**src/rtl/tsw_pkg.sv**
```systemverilog
package tsw_pkg;
    localparam int CHAR_W = 8;
    localparam int PTR_W  = 16;

    typedef logic [CHAR_W-1:0] char_t;
    typedef logic [PTR_W-1:0]  ptr_t;

    // complete registered state of the writer
    typedef struct packed {
        ptr_t  ptr;
        logic  we;
        ptr_t  addr;
        char_t wdata;
    } wr_state_t;
endpackage

```
**src/rtl/tsw_glyph_filter.sv**
```systemverilog
module tsw_glyph_filter #(
    parameter int          W       = 8,
    parameter int          MIN_PR  = 32,
    parameter logic [W-1:0] GLYPH  = 42
) (
    input  logic [W-1:0] raw,
    output logic [W-1:0] shown
);
    localparam logic [W-1:0] THRESH = W'(MIN_PR);

    always_comb begin
        if (raw < THRESH) shown = GLYPH;
        else              shown = raw;
    end
endmodule

```
**src/rtl/tsw_ptr_step.sv**
```systemverilog
module tsw_ptr_step #(
    parameter int W = 16
) (
    input  logic [W-1:0] cur,
    output logic [W-1:0] nxt
);
    localparam int LO_W = W / 2;
    localparam int HI_W = W - LO_W;

    generate
        if (W >= 2) begin : g_split
            logic [LO_W-1:0] lo_nxt;
            logic            lo_carry;
            logic [HI_W-1:0] hi_nxt;
            always_comb begin
                {lo_carry, lo_nxt} = {1'b0, cur[LO_W-1:0]} + {{LO_W{1'b0}}, 1'b1};
                hi_nxt = cur[W-1:LO_W] + {{(HI_W-1){1'b0}}, lo_carry};
                nxt    = {hi_nxt, lo_nxt};
            end
        end else begin : g_flat
            always_comb nxt = cur + 1'b1;
        end
    endgenerate
endmodule

```
**src/rtl/text_screen_writer.sv**
```systemverilog
module text_screen_writer
    import tsw_pkg::*;
#(
    parameter logic [PTR_W-1:0]  BASE_ADDR = 16'h7C00,
    parameter int                PRINT_MIN = 32,
    parameter logic [CHAR_W-1:0] GLYPH     = 8'd42
) (
    input  logic              clk,
    input  logic              rst_n,
    input  logic              in_valid,
    input  logic [CHAR_W-1:0] in_data,
    output logic              in_ready,
    input  logic              load_en,
    input  logic [PTR_W-1:0]  load_addr,
    output logic              mem_we,
    output logic [PTR_W-1:0]  mem_addr,
    output logic [CHAR_W-1:0] mem_wdata
);
    wr_state_t st_d, st_q;
    char_t     shown;
    ptr_t      ptr_inc;
    logic      accept;

    tsw_glyph_filter #(
        .W      (CHAR_W),
        .MIN_PR (PRINT_MIN),
        .GLYPH  (GLYPH)
    ) u_filter (
        .raw   (in_data),
        .shown (shown)
    );

    tsw_ptr_step #(.W(PTR_W)) u_step (
        .cur (st_q.ptr),
        .nxt (ptr_inc)
    );

    always_comb begin
        in_ready = !load_en;
        accept   = in_valid && in_ready;
        st_d     = st_q;
        st_d.we  = accept;
        if (accept) begin
            st_d.addr  = st_q.ptr;
            st_d.wdata = shown;
            st_d.ptr   = ptr_inc;
        end
        if (load_en) st_d.ptr = load_addr;
    end

    always_ff @(posedge clk) begin
        if (!rst_n) begin
            st_q.ptr   <= BASE_ADDR;
            st_q.we    <= 1'b0;
            st_q.addr  <= '0;
            st_q.wdata <= '0;
        end else begin
            st_q <= st_d;
        end
    end

    assign mem_we    = st_q.we;
    assign mem_addr  = st_q.addr;
    assign mem_wdata = st_q.wdata;
endmodule

```
**config.mk**
```make
export PLATFORM = sky130hd
export DESIGN_NAME = text_screen_writer
export DESIGN_NICKNAME = d
export VERILOG_FILES = /design/src/rtl/tsw_pkg.sv /design/src/rtl/tsw_glyph_filter.sv /design/src/rtl/tsw_ptr_step.sv /design/src/rtl/text_screen_writer.sv
export SDC_FILE = /design/constraint.sdc
export NUM_CORES = 1
export LEC_CHECK = 0
export ABC_CLOCK_PERIOD_IN_PS = 2100
export BUFFER_PORTS_ARGS = -buffer_cell sky130_fd_sc_hd__buf_2
export CORE_ASPECT_RATIO = 2
export CORE_UTILIZATION = 52
export DETAILED_ROUTE_END_ITERATION = 8
export HOLD_SLACK_MARGIN = 0.03
export PLACE_DENSITY = 0.78
export SETUP_SLACK_MARGIN = 0.5
export SYNTH_ARGS = -nofsm -noshare
export SYNTH_HDL_FRONTEND = slang
export SYNTH_HIERARCHICAL = 1
export SYNTH_SLANG_ARGS = --single-unit
```
**constraint.sdc**
```tcl
create_clock -name clk -period 2.1 [get_ports clk]
set_clock_uncertainty 0.2 [all_clocks]
set_input_delay 0 -clock clk [delete_from_list [all_inputs] [get_ports clk]]
set_output_delay 0 -clock clk [all_outputs]
set_load 0.05 [all_outputs]
```
==> impl_metrics.yaml, run 1 <==
yosys:
  synth_cells: 248
  synth_area_sq_mm: 0.00212
  ys_types: 29
  yosysWarnings: 6
  syn_avg_cell_area_sq_um: 8.54
  synth_seq_cells: 41
  syn_nets: 279
  synth_edf_count: 0
  synth-main-ff-cell: "dfxtp_1"
  async_flop_share_pct: 0
  synth_seq_area_share_pct: 38.7
run:
  cap_violations: 0
floorplanning:
  fp.dieH_microns: 92.3
  rows: 32
  fp.dieArea_sq_mm: 0.00435
  die_w_microns: 47.1
  coreArea_sq_mm: 0.00388
  start_util_pct: 54.5
  top_level_ports: 54
power_and_ir_drop:
  p_per_area_mw_per_mm2: 622
  intPower_mw: 1.20
  peakVddDrop_v: 0.000578
  p_clk_share_pct: 28.7
  power.switching_uw: 491
  fin_total_pwr_mw: 1.69
  p_seq_share_pct: 50.8
  total_leakage_power_nw: 1.20
  comb_power_share_pct: 20.5
  swShare_pct: 29.0
routing:
  postRouteAntennaNets: 0
  routedWlPerCell_microns: 12.4
  wl_mm: 4.46
  vias: 1800
  drtIter0Drc: 22
  via_per_inst: 4.99
  drc: 0
  dr.pass1.iters: 4
clock_tree:
  cts_buffers: 5
  clock-sinks: 41
  cts.clk_slew.worst_paths_ns: 0.07
  cts_hold_buf: 29
  clockBufferDepth: 2
  root_buffer: "clkbuf_8"
  clock_latency_ns: 0.29
  cts_tree: "yes"
  cts.htree.levels: 2
placement:
  dp_hpwl_mm: 2.89
  dpl.cell_count: 317
  portBuffers: 53
  dpl_worst_slack_ns: 0.163
  globalplace.congestion: 0.833
global_routing:
  grt_usage_pct: 23.0
  gr-total-overflow: 0
  grt_pass1_wl_mm: 7.33
  grt_max_degree: 32
  grt_pass1_vias: 1725
  antenna_found_initial: 0
timing:
  worstMarginPinSlew_ns: 0.526
  period_minus_slack_ns: 1.83
  whs_ns: -0.0995
  rsz0062_at_grt: "yes"
  slew_headroom_pct: 64.7
  setup_viol: 0
  fin_ws_ns: 0.265
  report.final.slew_viol_count: 0
  finalHoldViolCount: 5
  fin_crit_sh_pct: 87.4
  max_freq_mhz: 545
  setup_tns_ns: 0
critical_path:
  crit_chain: "nand4_1 -> nor2_4 -> ha_4 -> nand3_4 -> nor2_2 -> xor2_1 -> mux2i_1 -> a21oi_1"
  crit_family: "simple AND/OR/NAND/NOR gates"
  crit_buf_inv: 0
  cp-start-kind: "flop"
  crit_fanout: 5
  rr_startpoint: "st_q[28]"
  cp_slowest_stage_delay_ns: 0.37
  cp.required_ns: 2.13
  r2r_cells: 8
  crit_type: "reg -> reg"
  end_kind: "flop"
  slowest_stage: "dfxtp_4"
  r2r_slack_ns: 0.27
  arrival_ns: 1.86
  path_depth: 8
  r2r_end: "st_q[38]"
hold_path:
  hold_path_startpoint: "load_en"
  hold-path-endpoint: "st_q[38]"
  hold_path.class: "in -> reg"
  hold_path_depth: 3
finish:
  antenna_cells: 0
  final_cell_mix: "buf_2 (53), nand2_1 (52), dfxtp_1 (34), dlygate4sd3_1 (29), a21boi_1 (20)"
  num-nets-final: 340
  drive_above_1_share_pct: 28.7
  fin_cells: 361
  fin_util_pct: 70.0
  final_common_cell: "buf_2"
  area_delta_synth_final_pct: 28.4
outcome:
  violations: "negative hold slack"
  status: "complete, but fails checks"
[cell type report]
class	instances	area, sq um
Inverter	2	7.51
Timing Repair Buffer	94	646
Fill cell	312	1160
Multi-Input combinational cell	165	1080
Tap cell	51	63.8
Sequential cell	41	842
Clock buffer	6	72.6
Clock inverter	2	10.0
[power groups by stage]
stage / Clock [mW] / Combinational [mW] / Sequential [mW]
after floorplan: 0 / 0.246 / 0.875
after global placement: 0 / 0.282 / 0.876
after detailed placement: 0 / 0.288 / 0.880
after CTS: 0.507 / 0.337 / 0.862
after global routing: 0.550 / 0.381 / 0.867
final: 0.485 / 0.347 / 0.860
[synth_stat cells (5+ instances only)]
cell / instances / area [sq um]
nand3_1: 6 / 30.0
buf_4: 27 / 203
nor2_1: 5 / 18.8
clkbuf_1: 7 / 26.3
a21boi_1: 20 / 150
xnor2_1: 6 / 52.6
mux2i_1: 16 / 160
dfxtp_1: 41 / 821
nand2_1: 52 / 195
a21oi_1: 16 / 80.1
xor2_1: 6 / 52.6
o21ai_0: 11 / 55.1
[flip-flops by register name (all words and copies together), names as in the netlist]
name	count
mem_addr	16
mem_wdata	8
mem_we	1
st_q	16
[routing by layer]
| metal | part of all wire, % | GRT usage (%) | vias up |
|---|---|---|---|
| met2 | 56 | 40.4 | 51 |
| met5 | 0 | 0 | - |
| met3 | 3.5 | 4.72 | 8 |
| met1 | 38 | 24.6 | 822 |
| li1 | - | - | 919 |
| met4 | 1.9 | 10.0 | 0 |
[cell families after synthesis]
kind of cell	after synthesis	synth area share (%)
simple gates	82	18.0
compound gates	52	15.2
buf+inv	42	13.8
flops	41	38.7
mux	16	7.56
xor+xnor	12	4.96
fa+ha+maj	3	1.77
[tightest hold or removal path, stage by stage]
cell and delay (ns):
buf_2 0.12, nor2b_1 0.11, a21oi_1 0.13
[worst max-delay path by stage]
stage,start,endpoint
after floorplan,st_q[26],st_q[37]
after global placement,st_q[26],st_q[40]
after detailed placement,st_q[26],st_q[38]
after CTS,st_q[25],st_q[40]
after global routing,st_q[28],st_q[40]
final,st_q[28],st_q[38]
[stage by stage]
stage / instance area, sq um / hold WS, ns
2_1_floorplan: 2150 / -0.0518
3_3_place_gp: 2240 / 0.0376
3_5_place_dp: 2240 / 0.0453
4_1_cts: 2680 / -0.111
5_1_grt: 2720 / -0.0916
6_report: 2720 / -0.0995
[timing repair]
action                                 in CTS  in global routing
gates cloned                                0                  0
endpoints found under the hold margin      29                  5
gates resized for setup                    11                  6
buffers inserted                            3                  4
pin swaps                                  10                  8
setup endpoints to repair                   7                  9
Power figures use the tool's default switching activity.
==> run 2: changes to the inputs <==
CORE_MARGIN = 10   (was not set)
GPL_TIMING_DRIVEN = 0   (was not set)
SETUP_SLACK_MARGIN = 0.2   (was 0.5)
==> run 2 against run 1 <==
The run now ends clean. Register-to-register slack got worse by 0.03 ns. Utilization is 9.4 points higher. Die area increased by 65%. Via count increased by 12%. Maximum frequency fell by 1.8%. Final cell count grew 12%. Combinational power increased by 20%. Total power is 5.6% higher. Global-route usage decreased by 6.8 points. Critical endpoint is now st_q[40].
==> impl_metrics.yaml, run 2 (same netlist as run 1, synthesis figures left out) <==
timing:
  rsz0062_at_grt: "yes"
  setup_viol: 0
  fin_crit_sh_pct: 89.0
  report.final.slew_viol_count: 0
  worstMarginPinSlew_ns: 0.423
  max_freq_mhz: 535
  period_minus_slack_ns: 1.87
  finalHoldViolCount: 0
  slew_headroom_pct: 71.8
finish:
  num-nets-final: 385
  fin_util_pct: 79.4
  final_common_cell: "buf_2"
  drive_above_1_share_pct: 34.2
  final_cell_mix: "buf_2 (54), nand2_1 (52), buf_4 (37), dlygate4sd3_1 (37), dfxtp_1 (33)"
  antenna_cells: 0
  area_delta_synth_final_pct: 45.6
power_and_ir_drop:
  intPower_mw: 1.28
  swShare_pct: 28.4
  p_seq_share_pct: 48.4
  total_leakage_power_nw: 1.41
  comb_power_share_pct: 23.3
  p_per_area_mw_per_mm2: 579
  power.switching_uw: 508
  p_clk_share_pct: 28.3
  peakVddDrop_v: 0.000655
  fin_total_pwr_mw: 1.79
routing:
  drtIter0Drc: 55
  via_per_inst: 5.00
  drc: 0
  wl_mm: 5.94
  vias: 2024
  routedWlPerCell_microns: 14.7
  postRouteAntennaNets: 0
  dr.pass1.iters: 4
critical_path:
  end_kind: "flop"
  cp.required_ns: 2.12
  crit_type: "reg -> reg"
  cp-start-kind: "flop"
  crit_fanout: 5
  arrival_ns: 1.89
clock_tree:
  cts_tree: "yes"
  cts_buffers: 5
  clock_latency_ns: 0.28
  root_buffer: "clkbuf_8"
  clockBufferDepth: 2
  cts.htree.levels: 2
  clock-sinks: 41
  cts.clk_slew.worst_paths_ns: 0.07
global_routing:
  gr-total-overflow: 0
  grt_usage_pct: 16.2
  grt_pass1_wl_mm: 9.36
  antenna_found_initial: 0
  grt_max_degree: 12
  grt_pass1_vias: 2045
run:
  cap_violations: 0
floorplanning:
  fp.dieH_microns: 110
  die_w_microns: 65.1
  coreArea_sq_mm: 0.00388
  top_level_ports: 54
  start_util_pct: 54.5
  rows: 32
  fp.dieArea_sq_mm: 0.00718
outcome:
  status: "completed"
hold_path:
  hold_path.class: "in -> reg"
placement:
  dp_hpwl_mm: 3.45
  portBuffers: 52
  globalplace.congestion: 0.821
run 2: changes by cell type in the layout (fill, tap and decap cells not counted):
cell           delta
buf_2             +1
buf_4            +25
buf_6             +4
clkbuf_1          +5
clkbuf_2          +2
clkbuf_8          +1
clkinv_2          -2
dfxtp_1           -1
dfxtp_2           +1
dlygate4sd3_1     +8
nor3_2            -2
nor3_4            +2
run 2: final timing paths:
kind                                    from            to  depth (start not counted)  slack (ns)
worst min register to register  mem_wdata[6]  mem_wdata[6]                          2        0.25
worst max register to register      st_q[29]      st_q[40]                          8        0.23
worst min-delay path                 load_en      st_q[40]                          4        0.06
worst max-delay path                st_q[29]      st_q[40]                          8        0.23
run 2: layer usage:
metal | vias up | wire, microns | global-route usage (%)
li1 | 1011 | - | -
met1 | 924 | 2190 | 15.0
met5 | - | 0 | 0
met3 | 14 | 383 | 5.36
met4 | 0 | 131 | 7.23
met2 | 75 | 3240 | 31.0
run 2: cell type report:
cell class	count	area, sq um
fillers	292	800
repair buffers	99	706
clock buffers	7	86.3
multi-input cells	165	1090
well taps	51	63.8
plain buffers	40	287
inverters	2	7.51
flip-flops and latches	41	843
run 2: power groups by stage:
stage               Clock, mW  Sequential (mW)  Combinational [mW]
floorplan                   0            0.872               0.244
global placement            0            0.877               0.314
detailed placement          0            0.879               0.319
CTS                     0.518            0.862               0.386
global route            0.554            0.871               0.449
finish                  0.506            0.864               0.416
run 2: metrics by stage:
| stage | hold WS, ns | setup slack [ns] | cell area [sq um] | std cells | TNS, ns |
|---|---|---|---|---|---|
| floorplan | -0.0518 | 0.249 | 2120 | 248 | 0 |
| global placement | 0.0411 | -0.0113 | 2440 | 351 | -0.0119 |
| detailed placement | 0.0472 | -0.0426 | 2440 | 351 | -0.0749 |
| CTS | 0.0314 | 0.212 | 2980 | 399 | 0 |
| global route | 0.0858 | 0.138 | 3080 | 405 | 0 |
| finish | 0.0575 | 0.231 | 3080 | 405 | 0 |
run 2: timing repair:
action,in CTS,in global routing
gates resized for setup,12,20
setup endpoints to repair,7,9
endpoints found under the hold margin,25,0
buffers inserted,4,6
gates cloned,0,0
pin swaps,7,5
hold buffers,37,0
run 2: critical path, cell delays in order (launching register included):
cell and delay, ns:
dfxtp_4 0.37, nand4_1 0.17, nor2_4 0.17, ha_4 0.17, nand3_4 0.11, nor3_4 0.21
xor2_1 0.18, mux2i_1 0.10, a21oi_1 0.14
==> run 3: changes to the inputs <==
MAX_ROUTING_LAYER = met4   (was not set)
==> run 3 against run 2 <==
Routed wire length down 0.29%. Register-to-register slack barely moved. Sequential power is essentially flat. Via count about the same. Final area unchanged. Combinational power barely moved. First-iteration DRC count fell by 5.5%. Worst setup slack better by 0.0039 ns. Sequential share of layout area did not move. Maximum frequency up 0.21%. Total power about the same. Global-route usage up 0.47 points. Largest power group unchanged.
==> impl_metrics.yaml, run 3 (same netlist as run 1, synthesis figures left out) <==
outcome:
  status: "completed"
floorplanning:
  fp.dieH_microns: 110
  rows: 32
  coreArea_sq_mm: 0.00388
  start_util_pct: 54.5
  fp.dieArea_sq_mm: 0.00718
  top_level_ports: 54
  die_w_microns: 65.1
clock_tree:
  cts_tree: "yes"
  clockBufferDepth: 2
  root_buffer: "clkbuf_8"
  clock_latency_ns: 0.28
  clock-sinks: 41
  cts.htree.levels: 2
  cts_buffers: 5
  cts.clk_slew.worst_paths_ns: 0.07
power_and_ir_drop:
  swShare_pct: 28.4
  p_clk_share_pct: 28.4
  comb_power_share_pct: 23.3
  p_seq_share_pct: 48.4
  total_leakage_power_nw: 1.41
  peakVddDrop_v: 0.000655
  intPower_mw: 1.28
  p_per_area_mw_per_mm2: 579
  power.switching_uw: 508
run:
  cap_violations: 0
placement:
  globalplace.congestion: 0.833
  place_area_sq_mm: 0.00244
  portBuffers: 52
  dpl_worst_slack_ns: -0.0426
  dp_hpwl_mm: 3.45
  dpl.cell_count: 351
critical_path:
  cp_slowest_stage_delay_ns: 0.37
  r2r_end: "st_q[40]"
  end_kind: "flop"
  cp-start-kind: "flop"
  crit_family: "simple AND/OR/NAND/NOR gates"
  arrival_ns: 1.88
  r2r_cells: 8
  cp.required_ns: 2.12
  crit_fanout: 5
  crit_chain: "nand4_1 -> nor2_4 -> ha_4 -> nand3_4 -> nor3_4 -> xor2_1 -> mux2i_1 -> a21oi_1"
  crit_buf_inv: 0
  crit_type: "reg -> reg"
  slowest_stage: "dfxtp_4"
  startpoint: "st_q[29]"
  rr_startpoint: "st_q[29]"
  r2r_slack_ns: 0.23
timing:
  worstMarginPinSlew_ns: 0.422
  max_freq_mhz: 536
  finalHoldViolCount: 0
  period_minus_slack_ns: 1.87
  fin_ws_ns: 0.235
  fin_crit_sh_pct: 88.8
  report.final.slew_viol_count: 0
  rsz0062_at_grt: "yes"
  setup_viol: 0
  whs_ns: 0.0511
  slew_headroom_pct: 71.9
finish:
  area_delta_synth_final_pct: 45.6
  drive_above_1_share_pct: 34.2
  final_common_cell: "buf_2"
  fillers: 292
  final_cell_mix: "buf_2 (54), nand2_1 (52), buf_4 (37), dlygate4sd3_1 (37), dfxtp_1 (33)"
  fin_cells: 405
  fin_util_pct: 79.4
  antenna_cells: 0
  num-nets-final: 385
  design_area_sq_mm: 0.00308
routing:
  dr.pass1.iters: 4
  vias: 2022
  routedWlPerCell_microns: 14.6
  wl_mm: 5.92
  drtIter0Drc: 52
  via_per_inst: 4.99
  drc: 0
  postRouteAntennaNets: 0
global_routing:
  grt_usage_pct: 16.7
  grt_pass1_wl_mm: 9.36
  grt_max_degree: 12
  gr-total-overflow: 0
  antenna_found_initial: 0
  grt_pass1_vias: 2045
hold_path:
  hold_path_startpoint: "load_en"
  hold-path-endpoint: "st_q[40]"
  hold_path_depth: 4
  hold_path.class: "in -> reg"
run 3: routing by layer:
metal	track usage [%]	share of wire, %
met5	-	0
met4	7.23	2.3
met3	4.15	4.5
met2	30.9	55
met1	15.7	38
run 3: layout make-up:
class / instances / area [sq um] / share of cell area, %
clock buffer: 7 / 86.3 / 2.80
sequential: 41 / 843 / 27.3
multi-input combinational: 165 / 1090 / 35.4
buffer: 40 / 287 / 9.29
inverter: 2 / 7.51 / 0.243
tap: 51 / 63.8 / 2.07
timing repair buffer: 99 / 706 / 22.9
run 3: timing repair:
action | CTS | global route
setup endpoints to repair | 7 | 9
pin swaps | 7 | 5
buffers inserted | 4 | 6
cloned | 0 | 0
hold endpoints to repair | 25 | 0
resized for setup | 12 | 20
hold buffers | 37 | 0
run 3: worst max path at each step:
| stage | slack, ns | cells past startpoint | endpoint |
|---|---|---|---|
| 4_1_cts | 0.21 | 9 | st_q[39] |
| 2_1_floorplan | 0.25 | 9 | st_q[37] |
| 6_report | 0.23 | 8 | st_q[40] |
| 3_3_place_gp | -0.01 | 9 | st_q[39] |
| 3_5_place_dp | -0.04 | 9 | st_q[39] |
| 5_1_grt | 0.14 | 8 | st_q[40] |
run 3: stage by stage:
stage	setup TNS, ns	total power [mW]
floorplan	0	1.12
global placement	-0.0119	1.19
detailed placement	-0.0749	1.20
CTS	0	1.77
global route	0	1.87
finish	0	1.79
run 3: tightest hold or removal path, cell delays in order:
cell and delay, ns:
buf_2 0.13, clkinv_1 0.15, o21ai_0 0.11, a21oi_1 0.10
run 3: power groups by stage:
stage / logic [mW] / clock network [mW] / registers [mW]
after floorplan: 0.244 / 0 / 0.872
after global placement: 0.314 / 0 / 0.877
after detailed placement: 0.319 / 0 / 0.879
after CTS: 0.386 / 0.518 / 0.862
after global routing: 0.449 / 0.554 / 0.871
final: 0.416 / 0.507 / 0.864
